<file path="config.mk">
export PLATFORM = sky130hd
export DESIGN_NAME = iowin_top
export DESIGN_NICKNAME = d
export VERILOG_FILES = /design/src/rtl/iowin_pkg.sv /design/src/rtl/iowin_decode.sv /design/src/rtl/iowin_ctrl.sv /design/src/rtl/iowin_rdmux.sv /design/src/rtl/iowin_top.sv
export SDC_FILE = /design/constraint.sdc
export NUM_CORES = 1
export LEC_CHECK = 0
export ABC_CLOCK_PERIOD_IN_PS = 5000
export BUFFER_PORTS_ARGS = -buffer_cell sky130_fd_sc_hd__buf_4
export CAP_MARGIN = 30
export CORE_MARGIN = 2
export CORE_UTILIZATION = 51
export CTS_CLUSTER_SIZE = 20
export DETAILED_ROUTE_END_ITERATION = 8
export HOLD_SLACK_MARGIN = 0.05
export PLACE_DENSITY_LB_ADDON = 0.25
export SLEW_MARGIN = 20
export SYNTH_ARGS = -nofsm -noshare
export SYNTH_HDL_FRONTEND = slang
export SYNTH_HIERARCHICAL = 1
export SYNTH_SLANG_ARGS = --single-unit
</file>
<file path="constraint.sdc">
create_clock -name clk -period 5 [get_ports clk]
set_input_delay 0.5 -clock clk [delete_from_list [all_inputs] [get_ports clk]]
set_output_delay 0.5 -clock clk [all_outputs]
set_load 0.03 [all_outputs]
</file>
<file path="src/rtl/iowin_pkg.sv">
// Shared constants of the indexed host register window.
// Assumes a 32-byte host space whose upper half is the data window.
package iowin_pkg;
    localparam int ADDR_W   = 5;
    localparam int WIN_W    = 4;
    localparam int DATA_W   = 8;
    localparam int CTL_W    = 5;
    localparam int AUX_W    = 5;

    // Card-level register addresses
    localparam logic [ADDR_W-1:0] A_STATUS = 5'h02;
    localparam logic [ADDR_W-1:0] A_AUX    = 5'h03;
    localparam logic [ADDR_W-1:0] A_INDEX  = 5'h04;

    // Index codes
    localparam logic [DATA_W-1:0] IX_LCF  = 8'h02;
    localparam logic [DATA_W-1:0] IX_LCRL = 8'h04;
    localparam logic [DATA_W-1:0] IX_LCRH = 8'h06;

    // Control bit positions
    localparam int CB_RST  = 0;
    localparam int CB_TSTOP = 1;
    localparam int CB_TCLR = 2;
    localparam int CB_IEN  = 3;
    localparam int CB_TEST = 4;

    localparam logic [CTL_W-1:0] CTL_RST_VAL = 5'b00010;
    localparam logic [DATA_W-1:0] IDLE_BYTE  = 8'hFF;
endpackage

</file>
<file path="src/rtl/iowin_decode.sv">
// Holds the index register and decodes window accesses into resource selects.
// Assumes at most one resource answers any window byte; sel_vec is not gated
// by an access, strobes are.
module iowin_decode
    import iowin_pkg::*;
#(
    parameter int NCH = 2
) (
    input  logic              clk,
    input  logic              rst_n,
    input  logic [ADDR_W-1:0] host_addr,
    input  logic              host_wr,
    input  logic              host_rd,
    input  logic [DATA_W-1:0] host_wdata,
    output logic [DATA_W-1:0] idx_q,
    output logic [NCH+1:0]    sel_vec,
    output logic [NCH+1:0]    stb_vec,
    output logic              lcr_hi
);
    logic [WIN_W-1:0] woff;
    logic             win_acc;
    logic             chan_byte;

    assign woff      = host_addr[WIN_W-1:0];
    assign win_acc   = host_addr[ADDR_W-1] & (host_wr | host_rd);
    assign chan_byte = ~woff[WIN_W-1];

    // Index register: loaded by host writes to its address
    always_ff @(posedge clk) begin
        if (!rst_n)
            idx_q <= '0;
        else if (host_wr && host_addr == A_INDEX)
            idx_q <= host_wdata;
    end

    // One select per framing channel, index code equal to channel number
    for (genvar k = 0; k < NCH; k++) begin : g_ch
        assign sel_vec[k] = (idx_q == DATA_W'(k)) & chan_byte;
    end

    // Line-controller FIFO answers byte 0, register banks all bytes
    assign sel_vec[NCH]   = (idx_q == IX_LCF) & (woff == '0);
    assign sel_vec[NCH+1] = (idx_q == IX_LCRL) | (idx_q == IX_LCRH);
    assign lcr_hi         = (idx_q == IX_LCRH);

    // Strobes only during a window access
    assign stb_vec = sel_vec & {(NCH+2){win_acc}};
endmodule

</file>
<file path="src/rtl/iowin_ctrl.sv">
// Control and auxiliary registers, interval timer and interrupt gathering.
// Assumes source inputs are synchronous and active high.
module iowin_ctrl
    import iowin_pkg::*;
#(
    parameter int NCH        = 2,
    parameter int TMR_PERIOD = 32
) (
    input  logic              clk,
    input  logic              rst_n,
    input  logic              wr_ctl,
    input  logic              wr_aux,
    input  logic [CTL_W-1:0]  ctl_wdata,
    input  logic [AUX_W-1:0]  aux_wdata,
    input  logic [NCH-1:0]    fr_irq,
    input  logic              lc_irq,
    output logic [CTL_W-1:0]  ctl_q,
    output logic [AUX_W-1:0]  aux_q,
    output logic              tmr_pend,
    output logic [DATA_W-1:0] status,
    output logic              irq_n
);
    localparam int CNT_W = (TMR_PERIOD > 1) ? $clog2(TMR_PERIOD) : 1;
    localparam logic [CNT_W-1:0] CNT_LAST = CNT_W'(TMR_PERIOD - 1);

    logic [CNT_W-1:0] cnt_q;
    logic             run;
    logic             clr_fall;
    logic             any_src;

    assign run      = ~ctl_q[CB_TSTOP] & ~ctl_q[CB_TCLR];
    assign clr_fall = wr_ctl & ctl_q[CB_TCLR] & ~ctl_wdata[CB_TCLR];
    assign any_src  = lc_irq | (|fr_irq) | tmr_pend;

    // Control register
    always_ff @(posedge clk) begin
        if (!rst_n)
            ctl_q <= CTL_RST_VAL;
        else if (wr_ctl)
            ctl_q <= ctl_wdata;
    end

    // Auxiliary register
    always_ff @(posedge clk) begin
        if (!rst_n)
            aux_q <= '0;
        else if (wr_aux)
            aux_q <= aux_wdata;
    end

    // Interval counter, held at zero while stopped or cleared
    always_ff @(posedge clk) begin
        if (!rst_n || !run)
            cnt_q <= '0;
        else if (cnt_q == CNT_LAST)
            cnt_q <= '0;
        else
            cnt_q <= cnt_q + 1'b1;
    end

    // Timer pending flag, cleared on the falling write of the clear bit
    always_ff @(posedge clk) begin
        if (!rst_n)
            tmr_pend <= 1'b0;
        else if (clr_fall)
            tmr_pend <= 1'b0;
        else if (run && cnt_q == CNT_LAST)
            tmr_pend <= 1'b1;
    end

    // Shared interrupt line, registered
    always_ff @(posedge clk) begin
        if (!rst_n)
            irq_n <= 1'b1;
        else
            irq_n <= ~(ctl_q[CB_IEN] & any_src);
    end

    assign status = {{(DATA_W-3){1'b0}}, ~tmr_pend, ~(|fr_irq), ~lc_irq};
endmodule

</file>
<file path="src/rtl/iowin_rdmux.sv">
// Registers the host read data from card registers or the selected resource.
// Assumes resource read data is valid combinationally in the access cycle.
module iowin_rdmux
    import iowin_pkg::*;
#(
    parameter int NCH = 2
) (
    input  logic                    clk,
    input  logic                    rst_n,
    input  logic                    host_rd,
    input  logic [ADDR_W-1:0]       host_addr,
    input  logic [NCH+1:0]          sel_vec,
    input  logic [(NCH+2)*DATA_W-1:0] res_rdata,
    input  logic [DATA_W-1:0]       status,
    input  logic [AUX_W-1:0]        aux_q,
    input  logic [DATA_W-1:0]       idx_q,
    output logic [DATA_W-1:0]       host_rdata
);
    logic [DATA_W-1:0] part [NCH+2];
    logic [DATA_W-1:0] win_data;
    logic [DATA_W-1:0] next_data;

    // Mask each resource's byte with its select
    for (genvar k = 0; k < NCH + 2; k++) begin : g_mask
        assign part[k] = res_rdata[k*DATA_W +: DATA_W] & {DATA_W{sel_vec[k]}};
    end

    // OR the masked bytes together; idle byte when nothing answers
    always_comb begin
        win_data = '0;
        for (int k = 0; k < NCH + 2; k++)
            win_data = win_data | part[k];
        if (sel_vec == '0)
            win_data = IDLE_BYTE;
    end

    // Address decode of the read source
    always_comb begin
        if (host_addr[ADDR_W-1])
            next_data = win_data;
        else if (host_addr == A_STATUS)
            next_data = status;
        else if (host_addr == A_AUX)
            next_data = {aux_q[AUX_W-1], 3'b000, aux_q[AUX_W-2:0]};
        else if (host_addr == A_INDEX)
            next_data = idx_q;
        else
            next_data = IDLE_BYTE;
    end

    // Read data register
    always_ff @(posedge clk) begin
        if (!rst_n)
            host_rdata <= IDLE_BYTE;
        else if (host_rd)
            host_rdata <= next_data;
    end
endmodule

</file>
<file path="src/rtl/iowin_top.sv">
// Indexed host register window of a two-channel line card.
// Assumes one host access per cycle and combinational resource read data.
module iowin_top
    import iowin_pkg::*;
#(
    parameter int NCH        = 2,
    parameter int TMR_PERIOD = 32
) (
    input  logic                  clk,
    input  logic                  rst_n,
    input  logic [4:0]            host_addr,
    input  logic                  host_wr,
    input  logic                  host_rd,
    input  logic [7:0]            host_wdata,
    output logic [7:0]            host_rdata,
    output logic                  irq_n,
    input  logic [NCH-1:0]        fr_irq,
    input  logic                  lc_irq,
    output logic [NCH-1:0]        ch_stb,
    output logic                  lcf_stb,
    output logic                  lcr_stb,
    output logic                  lcr_hi,
    output logic                  dn_we,
    output logic [3:0]            dn_off,
    output logic [7:0]            dn_wdata,
    input  logic [NCH*8-1:0]      ch_rdata,
    input  logic [7:0]            lcf_rdata,
    input  logic [7:0]            lcr_rdata,
    output logic                  dn_reset,
    output logic                  test_mode,
    output logic [3:0]            aux_isel,
    output logic                  aux_bus_en
);
    logic [DATA_W-1:0] idx_q;
    logic [NCH+1:0]    sel_vec;
    logic [NCH+1:0]    stb_vec;
    logic [CTL_W-1:0]  ctl_q;
    logic [AUX_W-1:0]  aux_q;
    logic              tmr_pend;
    logic [DATA_W-1:0] status;
    logic              wr_ctl;
    logic              wr_aux;

    assign wr_ctl = host_wr & (host_addr == A_STATUS);
    assign wr_aux = host_wr & (host_addr == A_AUX);

    iowin_decode #(.NCH(NCH)) u_dec (
        .clk        (clk),
        .rst_n      (rst_n),
        .host_addr  (host_addr),
        .host_wr    (host_wr),
        .host_rd    (host_rd),
        .host_wdata (host_wdata),
        .idx_q      (idx_q),
        .sel_vec    (sel_vec),
        .stb_vec    (stb_vec),
        .lcr_hi     (lcr_hi)
    );

    iowin_ctrl #(.NCH(NCH), .TMR_PERIOD(TMR_PERIOD)) u_ctl (
        .clk       (clk),
        .rst_n     (rst_n),
        .wr_ctl    (wr_ctl),
        .wr_aux    (wr_aux),
        .ctl_wdata (host_wdata[CTL_W-1:0]),
        .aux_wdata ({host_wdata[7], host_wdata[3:0]}),
        .fr_irq    (fr_irq),
        .lc_irq    (lc_irq),
        .ctl_q     (ctl_q),
        .aux_q     (aux_q),
        .tmr_pend  (tmr_pend),
        .status    (status),
        .irq_n     (irq_n)
    );

    iowin_rdmux #(.NCH(NCH)) u_rd (
        .clk        (clk),
        .rst_n      (rst_n),
        .host_rd    (host_rd),
        .host_addr  (host_addr),
        .sel_vec    (sel_vec),
        .res_rdata  ({lcr_rdata, lcf_rdata, ch_rdata}),
        .status     (status),
        .aux_q      (aux_q),
        .idx_q      (idx_q),
        .host_rdata (host_rdata)
    );

    assign ch_stb     = stb_vec[NCH-1:0];
    assign lcf_stb    = stb_vec[NCH];
    assign lcr_stb    = stb_vec[NCH+1];
    assign dn_we      = host_wr;
    assign dn_off     = host_addr[WIN_W-1:0];
    assign dn_wdata   = host_wdata;
    assign dn_reset   = ctl_q[CB_RST];
    assign test_mode  = ctl_q[CB_TEST];
    assign aux_isel   = aux_q[AUX_W-2:0];
    assign aux_bus_en = aux_q[AUX_W-1];
endmodule

</file>
==> results of run 1 <==
==> layer usage <==
layer  up-vias  share of wire [%]  wire length (um)
met5         -                  0                 0
met4         0                1.2                61
met3         5                9.8               486
met2        88                 44              2190
met1       798                 45              2220
li1        918                  -                 -
==> cell families (layout without fill, tap and decap cells) <==
kind of cell               Yosys count  after routing
other                                1              5
DFF                                 33             33
adders and majority gates            2              2
muxes                               23             23
xor gates and xnor gates             2              2
AOI/OAI and AO/OA                   31             31
and+or+nand+nor                     99             99
buffers and inverters               35             98
==> cell type report <==
cell class                      instances  area share, %
Sequential cell                        33           25.8
Timing Repair Buffer                   86           25.2
Clock inverter                          3          0.685
Clock buffer                            5           2.69
Multi-Input combinational cell        162           42.6
Inverter                                4          0.587
Tap cell                               48           2.35
==> worst max path at each step <==
stage | start | to | depth (start not counted)
final | u_dec/idx_q[5] | u_rd/host_rdata[5] | 6
after global routing | u_dec/idx_q[5] | u_rd/host_rdata[5] | 6
after CTS | u_dec/idx_q[5] | u_rd/host_rdata[5] | 6
after detailed placement | host_addr[3] | u_rd/host_rdata[5] | 8
after global placement | host_addr[3] | u_rd/host_rdata[5] | 8
after floorplan | u_dec/idx_q[5] | ch_stb[1] | 2
==> synth_stat cells, types with 3 or more instances <==
| cell | count |
|---|---|
| sky130_fd_sc_hd__dfxtp_1 | 33 |
| sky130_fd_sc_hd__nand2_1 | 25 |
| sky130_fd_sc_hd__mux2i_1 | 23 |
| sky130_fd_sc_hd__buf_4 | 20 |
| sky130_fd_sc_hd__nand3_1 | 19 |
| sky130_fd_sc_hd__a22oi_1 | 16 |
| sky130_fd_sc_hd__nor2_1 | 10 |
| sky130_fd_sc_hd__nor2b_1 | 10 |
| sky130_fd_sc_hd__nand2b_1 | 8 |
| sky130_fd_sc_hd__clkbuf_1 | 6 |
| sky130_fd_sc_hd__o2111ai_1 | 6 |
| sky130_fd_sc_hd__inv_1 | 4 |
| sky130_fd_sc_hd__nor4_1 | 4 |
| sky130_fd_sc_hd__and2_1 | 3 |
| sky130_fd_sc_hd__and3_1 | 3 |
| sky130_fd_sc_hd__o21ai_0 | 3 |
==> sequential cells by signal, summed over array words and instances (netlist names) <==
name             count
u_ctl/irq_n          1
u_ctl/aux_q          5
u_ctl/tmr_pend       1
u_rd/host_rdata      8
u_dec/idx_q          8
u_ctl/ctl_q          5
u_ctl/cnt_q          5
==> power groups by stage <==
stage	sequential [mW]	clock, mW	combinational [mW]
2_1_floorplan	0.287	0	0.0625
5_1_grt	0.273	0.212	0.130
6_report	0.273	0.197	0.122
4_1_cts	0.273	0.199	0.121
3_3_place_gp	0.279	0	0.119
3_5_place_dp	0.279	0	0.121
==> critical path, stage by stage (launching register included) <==
cell and delay [ns]:
sky130_fd_sc_hd__dfxtp_1 0.34, sky130_fd_sc_hd__or4_4 0.57, sky130_fd_sc_hd__nor3_1 0.70, sky130_fd_sc_hd__o41a_1 0.46, sky130_fd_sc_hd__nand3_1 0.14, sky130_fd_sc_hd__o2111ai_1 0.12, sky130_fd_sc_hd__nand3_1 0.09
==> parameters.txt, run 1 <==
Parameter                              Value

Run status
  Status ... complete, no violations

Synthesis
  Simple-gate share of the synthesized area ... 28.7%
  Count of synthesis-stage warnings from yosys ... 6
  Post-Synth XOR/XNOR Area ... 0.897%
  Compound-Gate Fraction of Synth Area ... approximately 12%
  Post-synth EDFFs ... 0
  Area contributors post-synth ... sky130_fd_sc_hd__dfxtp_1 (34%), sky130_fd_sc_hd__mux2i_1 (12%), sky130_fd_sc_hd__buf_4 (7.7%), sky130_fd_sc_hd__a22oi_1 (6.1%), sky130_fd_sc_hd__nand3_1 (4.9%)
  Leading register cell type out of synthesis ... sky130_fd_sc_hd__dfxtp_1
  Area share of the largest cell type after synthesis ... about a third
  Dominant cell type by area after synthesis ... sky130_fd_sc_hd__dfxtp_1
  Count of state elements after synthesis ... 33
  Post-synthesis instance total ... 226
  Sequential element share of the synthesized area ... 33.8%
  Distinct cell type count after synthesis ... 40
  Mux contribution to synthesized area ... 11.8%
  Largest family of logic cells by synthesized area ... simple AND/OR/NAND/NOR gates
  Share of flip-flops with an asynchronous set or reset ... 0%
  Mean instance size in the synthesized netlist ... 8.64 um^2
  Cell area after technology mapping ... 1950 um^2
  Adder and majority gate portion of the synthesized area ... between 1 and 1.5%

Routing
  Aggregate routed wire length ... 4.95 mm
  Via density ... 5.30
  Overall via count from detail_route ... roughly 1800
  Drt first pass iters ... 4
  Initial DRC count ... slightly below 80
  Number of nets still failing antenna checks after routing ... 0
  Post-detailed-route wirelength per cell ... 14.5 um
  DRC Markers ... 0

Hold path
  Hold worst-path end ... u_ctl/irq_n
  Min-delay src ... u_ctl/ctl_q[3]
  Number of cells on the worst hold path ... 1
  Worst hold path type ... reg -> reg

Timing
  Max-Slew Margin vs Limit ... around 44%
  Share of the clock period used by the worst path after layout ... between 50% and 60%
  Summed negative setup slack over all endpoints ... 0 ns
  Total count of hold-check failures in the final report ... 0
  Setup Skew ... about 0.0079 ns
  FMAX ... 391 MHz
  Count of endpoints failing setup in the final report ... 0
  Worst hold slack ... approximately 0.4 ns
  Transition time of the tightest slew-check pin ... 0.829 ns
  Unrepaired setup endpoints after global routing ... false
  Final worst-path setup slack ... ~2.4 ns
  Minimum period implied by the final worst setup slack ... 2.55 ns
  Final Max Slew Viols ... 0

Die
  Site Rows ... 22
  Number of placed I/O pins ... 86
  Die footprint ... around 4300 um^2
  Initial core utilization ... 53.3%
  Die width ... 65.9 um
  Y dimension of the die ... 65.9 um
  Core Region ... 3660 um^2

Final layout
  Final cell count without fillers ... 341
  FF+latch area ... roughly 660 um^2
  Leading cell type in the layout, fill and taps excluded ... sky130_fd_sc_hd__buf_4
  Final core area utilization ... 69.9%
  Most frequent cells in the layout ... sky130_fd_sc_hd__buf_4 (86), sky130_fd_sc_hd__dfxtp_1 (33), sky130_fd_sc_hd__nand2_1 (25)
  Area delta synth->final ... 31.0%
  Number of fill cells in the layout ... ~320
  Fraction of layout cells with a size suffix above 1 ... 35.2%
  Area used by multi-input combinational logic ... about 1100 um^2
  Area of all placed cells without fillers ... about 2600 um^2
  Final #Nets ... 346
  Antenna diodes ... 0

Power and ir drop
  Peak supply drop ... 0.181 mV
  Reported leakage power ... 1.06 nW
  Portion of total power attributed to combinational logic ... 20.6%
  Switch share ... 28.5%
  Pint ... 0.423 mW
  Clock share of power ... about a third
  Final Total Pwr ... 0.591 mW
  Switching power ... approximately 0.17 mW
  Pwr per Cell Area ... 231 nW/um^2
  Sequential cell fraction of total power ... 46.2%

Critical path
  Path depth of the worst reg2reg path ... 6
  Critical R2R Launch ... u_dec/idx_q[5]
  Startpoint Class ... flop
  CP Capture Type ... flop
  Endpoint required time on the critical path ... 5.16 ns
  Worst reg2reg path endpoint ... u_rd/host_rdata[5]
  Crit path arrival time ... 2.72 ns
  Setup Crit Path Kind ... reg -> reg
  FF-to-FF setup slack ... 2.45 ns
  Maximum fanout along the worst path ... 9

Global route
  Number of global-route vias before repair ... 1636
  First-pass GRT wire length ... about 7.8 mm
  Antenna violations before repair ... 0
  Met1 demand-to-capacity share in global routing ... a little under a third
  Overall overflow remaining after global route ... 0
  GR Util met2 ... between 30% and 40%
  Met3 track utilization from global routing ... 7.50%
  GR Util All Layers ... 23.2%
  Most used routing layer in global routing ... met2
  Pin count of the biggest net entering global routing ... 39

Clock tree
  CTS H-tree depth ... 2
  Cts bufs inserted ... 5
  CTS tree ... yes
  Post-CTS Hold Fix Bufs ... 0
  CTS root buf ... sky130_fd_sc_hd__clkbuf_8
  Clock Latency Late Sink ... 0.29 ns
  Number of buffers inserted by post-CTS setup repair ... 0
  Clock input transition at the sequential cells of the worst setup and hold paths ... roughly 0.07 ns
  CTS sink cnt ... 33
  Clock Path Buffers ... 2
  CTS-repair resized insts ... 0

Place
  Pre-CTS setup slack ... 2.46 ns
  HPWL Detailed ... 3.71 mm
  Final RePlAce weighted congestion ... a little over 0.8
  Area after DPL ... 2470 um^2
  Count of placed standard cells including taps ... approximately 330
  IO buf count ... between 80 and 90

Flow run
  Count of maximum capacitance violations ... 0
(Power assumes the default switching activity.)
==> run 2: changes to the inputs <==
--- a/config.mk
+++ b/config.mk
@@ -5,11 +5,12 @@
 export SDC_FILE = /design/constraint.sdc
 export NUM_CORES = 1
 export LEC_CHECK = 0
-export ABC_CLOCK_PERIOD_IN_PS = 5000
+export ABC_AREA = 1
+export ABC_CLOCK_PERIOD_IN_PS = 2500
 export BUFFER_PORTS_ARGS = -buffer_cell sky130_fd_sc_hd__buf_4
 export CAP_MARGIN = 30
 export CORE_MARGIN = 2
-export CORE_UTILIZATION = 51
+export CORE_UTILIZATION = 49
 export CTS_CLUSTER_SIZE = 20
 export DETAILED_ROUTE_END_ITERATION = 8
 export HOLD_SLACK_MARGIN = 0.05
==> constraint.sdc (replaced) <==
create_clock -name clk -period 2.5 [get_ports clk]
set_input_delay 0.25 -clock clk [delete_from_list [all_inputs] [get_ports clk]]
set_output_delay 0.25 -clock clk [all_outputs]
set_load 0.03 [all_outputs]
==> parameters.txt, run 2 <==
Parameter                              Value

Critical path
  Setup Crit Path Kind ... reg -> reg
  Critical R2R Launch ... u_dec/idx_q[0]
  CP Capture Type ... flop
  FF-to-FF setup slack ... 0.68 ns (-1.77 ns)
  Startpoint Class ... flop
  Capture point of the critical path ... u_rd/host_rdata[1]
  Crit path arrival time ... 1.99 ns (-0.73 ns)
  Path depth of the worst reg2reg path ... 11 (+5)
  Maximum fanout along the worst path ... 9 (unchanged)
  Endpoint required time on the critical path ... 2.67 ns (-2.49 ns)
  Worst reg2reg path endpoint ... u_rd/host_rdata[1]
  Startpoint of the most critical setup path ... u_dec/idx_q[0]

Final layout
  Fraction of layout cells with a size suffix above 1 ... 22.6% (-13 points)
  Area delta synth->final ... 29.9%
  Most frequent cells in the layout ... sky130_fd_sc_hd__nand2_1 (114), sky130_fd_sc_hd__nor2_1 (108), sky130_fd_sc_hd__buf_4 (85)
  Antenna diodes ... 0 (unchanged)
  Number of fill cells in the layout ... 447 (+38%)
  Final #Nets ... 504 (+46%)
  Registers with the most flip-flops ... u_dec/idx_q x8, u_rd/host_rdata x8
  Final cell count without fillers ... 503 (+48%)
  Leading cell type in the layout, fill and taps excluded ... sky130_fd_sc_hd__nand2_1

Place
  Final RePlAce weighted congestion ... 0.906 (+12%)
  IO buf count ... 85 (unchanged)
  HPWL Detailed ... 4.30 mm (+16%)
  Count of placed standard cells including taps ... 495 (+49%)

Die
  Initial core utilization ... 50.2% (-3.1 points)
  Site Rows ... 24 (+9.1%)
  Die width ... 70.6 um (+7.1%)
  Core Region ... 4320 um^2 (+18%)
  Die footprint ... 4980 um^2 (+15%)
  Y dimension of the die ... 70.6 um (+7.1%)
  Number of placed I/O pins ... 86 (unchanged)

Global route
  GR Util All Layers ... 22.4% (-0.76 points)
  First-pass GRT wire length ... 9.29 mm (+20%)
  Number of global-route vias before repair ... 2186 (+34%)
  Antenna violations before repair ... 0 (unchanged)
  Overall overflow remaining after global route ... 0 (unchanged)
  Pin count of the biggest net entering global routing ... 23 (-41%)

Timing
  Share of the clock period used by the worst path after layout ... 72.9% (+22 points)
  Total count of hold-check failures in the final report ... 0 (unchanged)
  Unrepaired setup endpoints after global routing ... false
  Summed negative setup slack over all endpoints ... 0 ns (unchanged)
  Setup Skew ... 0.00668 ns (-0.00119 ns)
  Minimum period implied by the final worst setup slack ... 1.82 ns (-0.732 ns)
  FMAX ... 549 MHz (+40%)
  Count of endpoints failing setup in the final report ... 0 (unchanged)
  Transition time of the tightest slew-check pin ... 0.526 ns (-0.303 ns)
  Max-Slew Margin vs Limit ... 64.8% (+20 points)
  Final Max Slew Viols ... 0 (unchanged)

Synthesis
  Dominant cell type by area after synthesis ... sky130_fd_sc_hd__dfxtp_1
  Leading register cell type out of synthesis ... sky130_fd_sc_hd__dfxtp_1
  Distinct cell type count after synthesis ... 25 (-38%)
  Leading cell type by number of instances after synthesis ... sky130_fd_sc_hd__nand2_1
  Post-synth EDFFs ... 0 (unchanged)
  Post-synth top cells ... sky130_fd_sc_hd__nand2_1 (114), sky130_fd_sc_hd__nor2_1 (108), sky130_fd_sc_hd__inv_1 (50), sky130_fd_sc_hd__dfxtp_1 (33), sky130_fd_sc_hd__buf_4 (19)
  Sequential element share of the synthesized area ... 30.4% (-3.4 points)
  Share of flip-flops with an asynchronous set or reset ... 0% (unchanged)
  Post-synthesis instance total ... 380 (+68%)
  Area contributors post-synth ... sky130_fd_sc_hd__dfxtp_1 (30%), sky130_fd_sc_hd__nand2_1 (20%), sky130_fd_sc_hd__nor2_1 (19%), sky130_fd_sc_hd__inv_1 (8.6%), sky130_fd_sc_hd__buf_4 (6.6%)
  Mean instance size in the synthesized netlist ... 5.72 um^2 (-34%)
  Cell area after technology mapping ... 2170 um^2 (+11%)
  Count of synthesis-stage warnings from yosys ... 6 (unchanged)
  Area share of the largest cell type after synthesis ... 30.4% (-3.4 points)
  Count of state elements after synthesis ... 33 (unchanged)

Clock tree
  Clock input transition at the sequential cells of the worst setup and hold paths ... 0.07 ns (about the same)
  Post-CTS Hold Fix Bufs ... 0 (unchanged)
  CTS tree ... yes
  CTS-repair resized insts ... 0 (unchanged)
  Number of buffers inserted by post-CTS setup repair ... 0 (unchanged)
  CTS sink cnt ... 33 (unchanged)
  Clock Latency Late Sink ... 0.28 ns (about the same)
  Clock Path Buffers ... 2 (unchanged)
  CTS H-tree depth ... 2 (unchanged)
  CTS root buf ... sky130_fd_sc_hd__clkbuf_8
  Cts bufs inserted ... 5 (unchanged)

Routing
  Aggregate routed wire length ... 5.42 mm (+9.5%)
  Initial DRC count ... 96 (+23%)
  Post-detailed-route wirelength per cell ... 10.8 um (-26%)
  Number of nets still failing antenna checks after routing ... 0 (unchanged)
  DRC Markers ... 0 (unchanged)
  Via density ... 4.70 (-11%)
  Overall via count from detail_route ... 2362 (+31%)
  Drt first pass iters ... 4 (unchanged)

Power and ir drop
  Peak supply drop ... 0.462 mV (+160%)
  Reported leakage power ... 1.56 nW (+48%)
  Pwr per Cell Area ... 474 nW/um^2 (+110%)
  Final Total Pwr ... 1.34 mW (+130%)

Hold path
  Worst hold path type ... in -> reg

Run status
  Status ... complete, no violations

Flow run
  Count of maximum capacitance violations ... 0 (unchanged)
[run 2: cell types whose count changed after synthesis, moves of 15 or more]
cell / previous run / this run
sky130_fd_sc_hd__a22oi_1: 16 / 0
sky130_fd_sc_hd__nand2_1: 25 / 114
sky130_fd_sc_hd__mux2i_1: 23 / 0
sky130_fd_sc_hd__nand3_1: 19 / 4
sky130_fd_sc_hd__inv_1: 4 / 50
sky130_fd_sc_hd__nor2_1: 10 / 108
[run 2: power breakdown]
group	internal, mW	switching [mW]
logic	0.115	0.158
registers	0.539	0.00786
clock network	0.324	0.194
total	0.978	0.360
[run 2: logic make-up (layout without fill, tap and decap cells)]
logic type,Yosys count,count (layout),share of synthesized area [%]
AO/OA/AOI/OAI,24,24,5.65
AND/OR/NAND/NOR,242,242,44.7
XOR/XNOR,1,1,0.403
other,1,5,0.173
buffers and inverters,77,144,17.5
adder cells (fa/ha/maj),2,2,1.15
flip-flops,33,33,30.4
[run 2: worst max-delay path, stage by stage (launching register included)]
cell                      delay (ns)
sky130_fd_sc_hd__dfxtp_1        0.38
sky130_fd_sc_hd__inv_1          0.07
sky130_fd_sc_hd__nor3_1         0.14
sky130_fd_sc_hd__nand2_1        0.09
sky130_fd_sc_hd__nor2_1         0.42
sky130_fd_sc_hd__nor2_1         0.10
sky130_fd_sc_hd__nand2_1        0.09
sky130_fd_sc_hd__nand2_2        0.11
sky130_fd_sc_hd__nor2_1         0.13
sky130_fd_sc_hd__nor2_1         0.05
sky130_fd_sc_hd__nand2_1        0.09
sky130_fd_sc_hd__nand2_1        0.04
[run 2: how the worst min path moves through the flow]
stage / startpoint / to / slack [ns] / depth (start not counted)
final: host_wdata[6] / u_dec/idx_q[6] / 0.20 / 3
after global routing: host_wdata[5] / u_dec/idx_q[5] / 0.22 / 3
after CTS: host_wdata[6] / u_dec/idx_q[6] / 0.20 / 3
after detailed placement: u_ctl/ctl_q[3] / u_ctl/irq_n / 0.42 / 1
after global placement: u_ctl/ctl_q[3] / u_ctl/irq_n / 0.41 / 1
after floorplan: u_ctl/ctl_q[3] / u_ctl/irq_n / 0.38 / 1
[run 2: layout make-up]
type	instances	area [um^2]	area share, %
repair buffers	85	638	22.6
clock inverters	2	37.5	1.33
flip-flops and latches	33	661	23.4
well taps	52	65.1	2.31
multi-input cells	274	1150	40.6
clock buffers	6	82.6	2.93
inverters	51	191	6.78
[run 2: stage by stage]
step | cell area, um^2 | hold WS (ns) | worst slack, ns | util [%]
after floorplan | 2190 | 0.377 | 1.00 | -
after global placement | 2700 | 0.412 | 0.748 | 62.5
after detailed placement | 2700 | 0.417 | 0.720 | 62.5
after CTS | 2820 | 0.201 | 0.695 | 65.2
after global routing | 2820 | 0.221 | 0.451 | 65.2
final | 2820 | 0.201 | 0.677 | 65.2
[run 2: metal layers]
layer / routed length [um] / vias up / share of wire (%) / GRT usage [%]
met2: 2750 / 52 / 51 / 41.4
met1: 2420 / 1054 / 45 / 27.9
met4: 31 / 0 / 0.57 / 3.77
li1: - / 1252 / - / -
met3: 220 / 4 / 4.1 / 3.85
met5: 0 / - / 0 / 0
==> run 3: changes to the inputs <==
--- a/config.mk
+++ b/config.mk
@@ -6,7 +6,7 @@
 export NUM_CORES = 1
 export LEC_CHECK = 0
 export ABC_AREA = 1
-export ABC_CLOCK_PERIOD_IN_PS = 2500
+export ABC_CLOCK_PERIOD_IN_PS = 1800
 export BUFFER_PORTS_ARGS = -buffer_cell sky130_fd_sc_hd__buf_4
 export CAP_MARGIN = 30
 export CORE_MARGIN = 2
==> constraint.sdc (replaced) <==
create_clock -name clk -period 1.8 [get_ports clk]
set_input_delay 0.18 -clock clk [delete_from_list [all_inputs] [get_ports clk]]
set_output_delay 0.18 -clock clk [all_outputs]
set_load 0.03 [all_outputs]
==> parameters.txt, run 3 (synthesis results as in run 2) <==
Parameter                              Value

Critical path
  Critical R2R Launch ... u_dec/idx_q[7]
  Startpoint of the most critical setup path ... u_dec/idx_q[7]
  Crit path arrival time ... 1.78 ns (-0.21 ns)
  Worst reg2reg path endpoint ... u_rd/host_rdata[3]
  Maximum fanout along the worst path ... 8 (-1)
  Path depth of the worst reg2reg path ... 14 (+3)
  Capture point of the critical path ... u_rd/host_rdata[3]
  CP Capture Type ... flop
  FF-to-FF setup slack ... 0.25 ns (-0.43 ns)
  Setup Crit Path Kind ... reg -> reg
  Startpoint Class ... flop
  Endpoint required time on the critical path ... 2.03 ns (-0.64 ns)

Die
  Site Rows ... 24 (unchanged)
  Core Region ... 4320 um^2 (unchanged)
  Y dimension of the die ... 70.6 um (unchanged)
  Die footprint ... 4980 um^2 (unchanged)
  Number of placed I/O pins ... 86 (unchanged)
  Die width ... 70.6 um (unchanged)
  Initial core utilization ... 50.2% (unchanged)

Routing
  Aggregate routed wire length ... 5.58 mm (+2.9%)
  Initial DRC count ... 115 (+20%)
  Overall via count from detail_route ... 2395 (+1.4%)
  Drt first pass iters ... 4 (unchanged)
  Post-detailed-route wirelength per cell ... 11.0 um (+2.0%)
  Number of nets still failing antenna checks after routing ... 0 (unchanged)
  DRC Markers ... 0 (unchanged)
  Via density ... 4.72 (+0.60%)

Final layout
  Area of all placed cells without fillers ... 2850 um^2 (+0.84%)
  Antenna diodes ... 0 (unchanged)
  Number of fill cells in the layout ... 437 (-2.2%)
  Leading cell type in the layout, fill and taps excluded ... sky130_fd_sc_hd__nand2_1
  Fraction of layout cells with a size suffix above 1 ... 23.5% (+0.90 points)
  Area delta synth->final ... 31.0%
  Most frequent cells in the layout ... sky130_fd_sc_hd__nand2_1 (114), sky130_fd_sc_hd__nor2_1 (107), sky130_fd_sc_hd__buf_4 (90)
  Final #Nets ... 509 (+0.99%)
  Registers with the most flip-flops ... u_dec/idx_q x8, u_rd/host_rdata x8

Timing
  Total count of hold-check failures in the final report ... 0 (unchanged)
  FMAX ... 645 MHz (+18%)
  Count of endpoints failing setup in the final report ... 0 (unchanged)
  Minimum period implied by the final worst setup slack ... 1.55 ns (-0.272 ns)
  Setup Skew ... 0.00552 ns (-0.00116 ns)
  Unrepaired setup endpoints after global routing ... false
  Final Max Slew Viols ... 0 (unchanged)
  Share of the clock period used by the worst path after layout ... 86.2% (+13 points)
  Summed negative setup slack over all endpoints ... 0 ns (unchanged)

Clock tree
  Cts bufs inserted ... 5 (unchanged)
  CTS H-tree depth ... 2 (unchanged)
  CTS root buf ... sky130_fd_sc_hd__clkbuf_8
  Clock input transition at the sequential cells of the worst setup and hold paths ... 0.06 ns (about the same)
  CTS sink cnt ... 33 (unchanged)
  CTS tree ... yes
  Clock Latency Late Sink ... 0.28 ns (about the same)
  Clock Path Buffers ... 2 (unchanged)

Place
  Area after DPL ... 2740 um^2 (+1.4%)
  HPWL Detailed ... 4.40 mm (+2.2%)
  Final RePlAce weighted congestion ... 0.874 (-3.6%)
  IO buf count ... 85 (unchanged)

Global route
  Pin count of the biggest net entering global routing ... 23 (unchanged)
  Number of global-route vias before repair ... 2257 (+3.2%)
  GR Util All Layers ... 22.5% (+0.069 points)
  Overall overflow remaining after global route ... 0 (unchanged)
  Antenna violations before repair ... 0 (unchanged)
  First-pass GRT wire length ... 9.20 mm (-0.97%)

Power and ir drop
  Pwr per Cell Area ... 634 nW/um^2 (+34%)
  Final Total Pwr ... 1.80 mW (+35%)
  Peak supply drop ... 0.459 mV (-0.58%)
  Reported leakage power ... 1.58 nW (+1.5%)

Run status
  Status ... complete, no violations

Flow run
  Count of maximum capacitance violations ... 0 (unchanged)

Hold path
  Worst hold path type ... in -> reg
[run 3: changes by cell type in the layout (fill, tap and decap cells not counted)]
cell,change
sky130_fd_sc_hd__clkinvlp_4,-1
sky130_fd_sc_hd__clkbuf_8,-1
sky130_fd_sc_hd__buf_4,+5
sky130_fd_sc_hd__nor2_2,+1
sky130_fd_sc_hd__clkinv_2,+1
sky130_fd_sc_hd__nor2_1,-1
[run 3: area by class of cell]
| class | count | area [um^2] | share of cell area (%) |
|---|---|---|---|
| timing repair buffer | 90 | 676 | 23.7 |
| tap | 52 | 65.1 | 2.29 |
| sequential | 33 | 661 | 23.2 |
| inverter | 51 | 191 | 6.73 |
| clock inverter | 2 | 35.0 | 1.23 |
| multi-input combinational | 274 | 1150 | 40.4 |
| clock buffer | 5 | 68.8 | 2.42 |
[run 3: routing by layer]
layer	part of all wire [%]	track usage [%]	up-vias
met5	0	0	-
met4	1.2	7.34	0
met3	4.7	4.70	9
met2	52	42.7	50
met1	42	24.9	1075
li1	-	-	1261
[run 3: power breakdown]
part / switching (mW) / leakage, nW / internal [mW]
registers: 0.0109 / 0.268 / 0.749
clock network: 0.259 / 0.0540 / 0.402
logic: 0.219 / 1.26 / 0.164
[run 3: how the worst min path moves through the flow]
stage | startpoint | end | slack [ns] | cells after the start
3_5_place_dp | u_ctl/ctl_q[3] | u_ctl/irq_n | 0.41 | 1
4_1_cts | host_wdata[6] | u_dec/idx_q[6] | 0.12 | 3
3_3_place_gp | u_ctl/ctl_q[3] | u_ctl/irq_n | 0.41 | 1
5_1_grt | host_wdata[5] | u_dec/idx_q[5] | 0.15 | 3
6_report | host_wdata[6] | u_dec/idx_q[6] | 0.13 | 3
2_1_floorplan | host_wdata[1] | u_ctl/ctl_q[1] | 0.31 | 2
[run 3: timing repair]
item	in CTS	in global routing
resized for setup	0	1
hold buffers	0	0
setup buffers	0	0
setup endpoints to repair	0	2
[run 3: through the flow]
step | setup slack [ns] | utilization (%) | hold WS [ns] | std cells
4_1_cts | 0.219 | 65.7 | 0.121 | 507
2_1_floorplan | 0.344 | - | 0.310 | 384
3_3_place_gp | 0.276 | 63.3 | 0.408 | 500
6_report | 0.249 | 65.8 | 0.129 | 507
5_1_grt | 0.0155 | 65.8 | 0.147 | 507
3_5_place_dp | 0.249 | 63.3 | 0.409 | 500
[run 3: worst max-delay path: stages (launching register included)]
cell	delay, ns
sky130_fd_sc_hd__dfxtp_1	0.33
sky130_fd_sc_hd__nor2_1	0.14
sky130_fd_sc_hd__nand2_1	0.11
sky130_fd_sc_hd__nor2_2	0.14
sky130_fd_sc_hd__nand2_1	0.07
sky130_fd_sc_hd__inv_1	0.07
sky130_fd_sc_hd__buf_4	0.15
sky130_fd_sc_hd__nand2_1	0.05
sky130_fd_sc_hd__nand2_1	0.06
sky130_fd_sc_hd__inv_1	0.04
sky130_fd_sc_hd__nand2_1	0.05
sky130_fd_sc_hd__nor2_1	0.04
sky130_fd_sc_hd__nor2_1	0.12
sky130_fd_sc_hd__nand2_1	0.06
sky130_fd_sc_hd__nand2_1	0.05
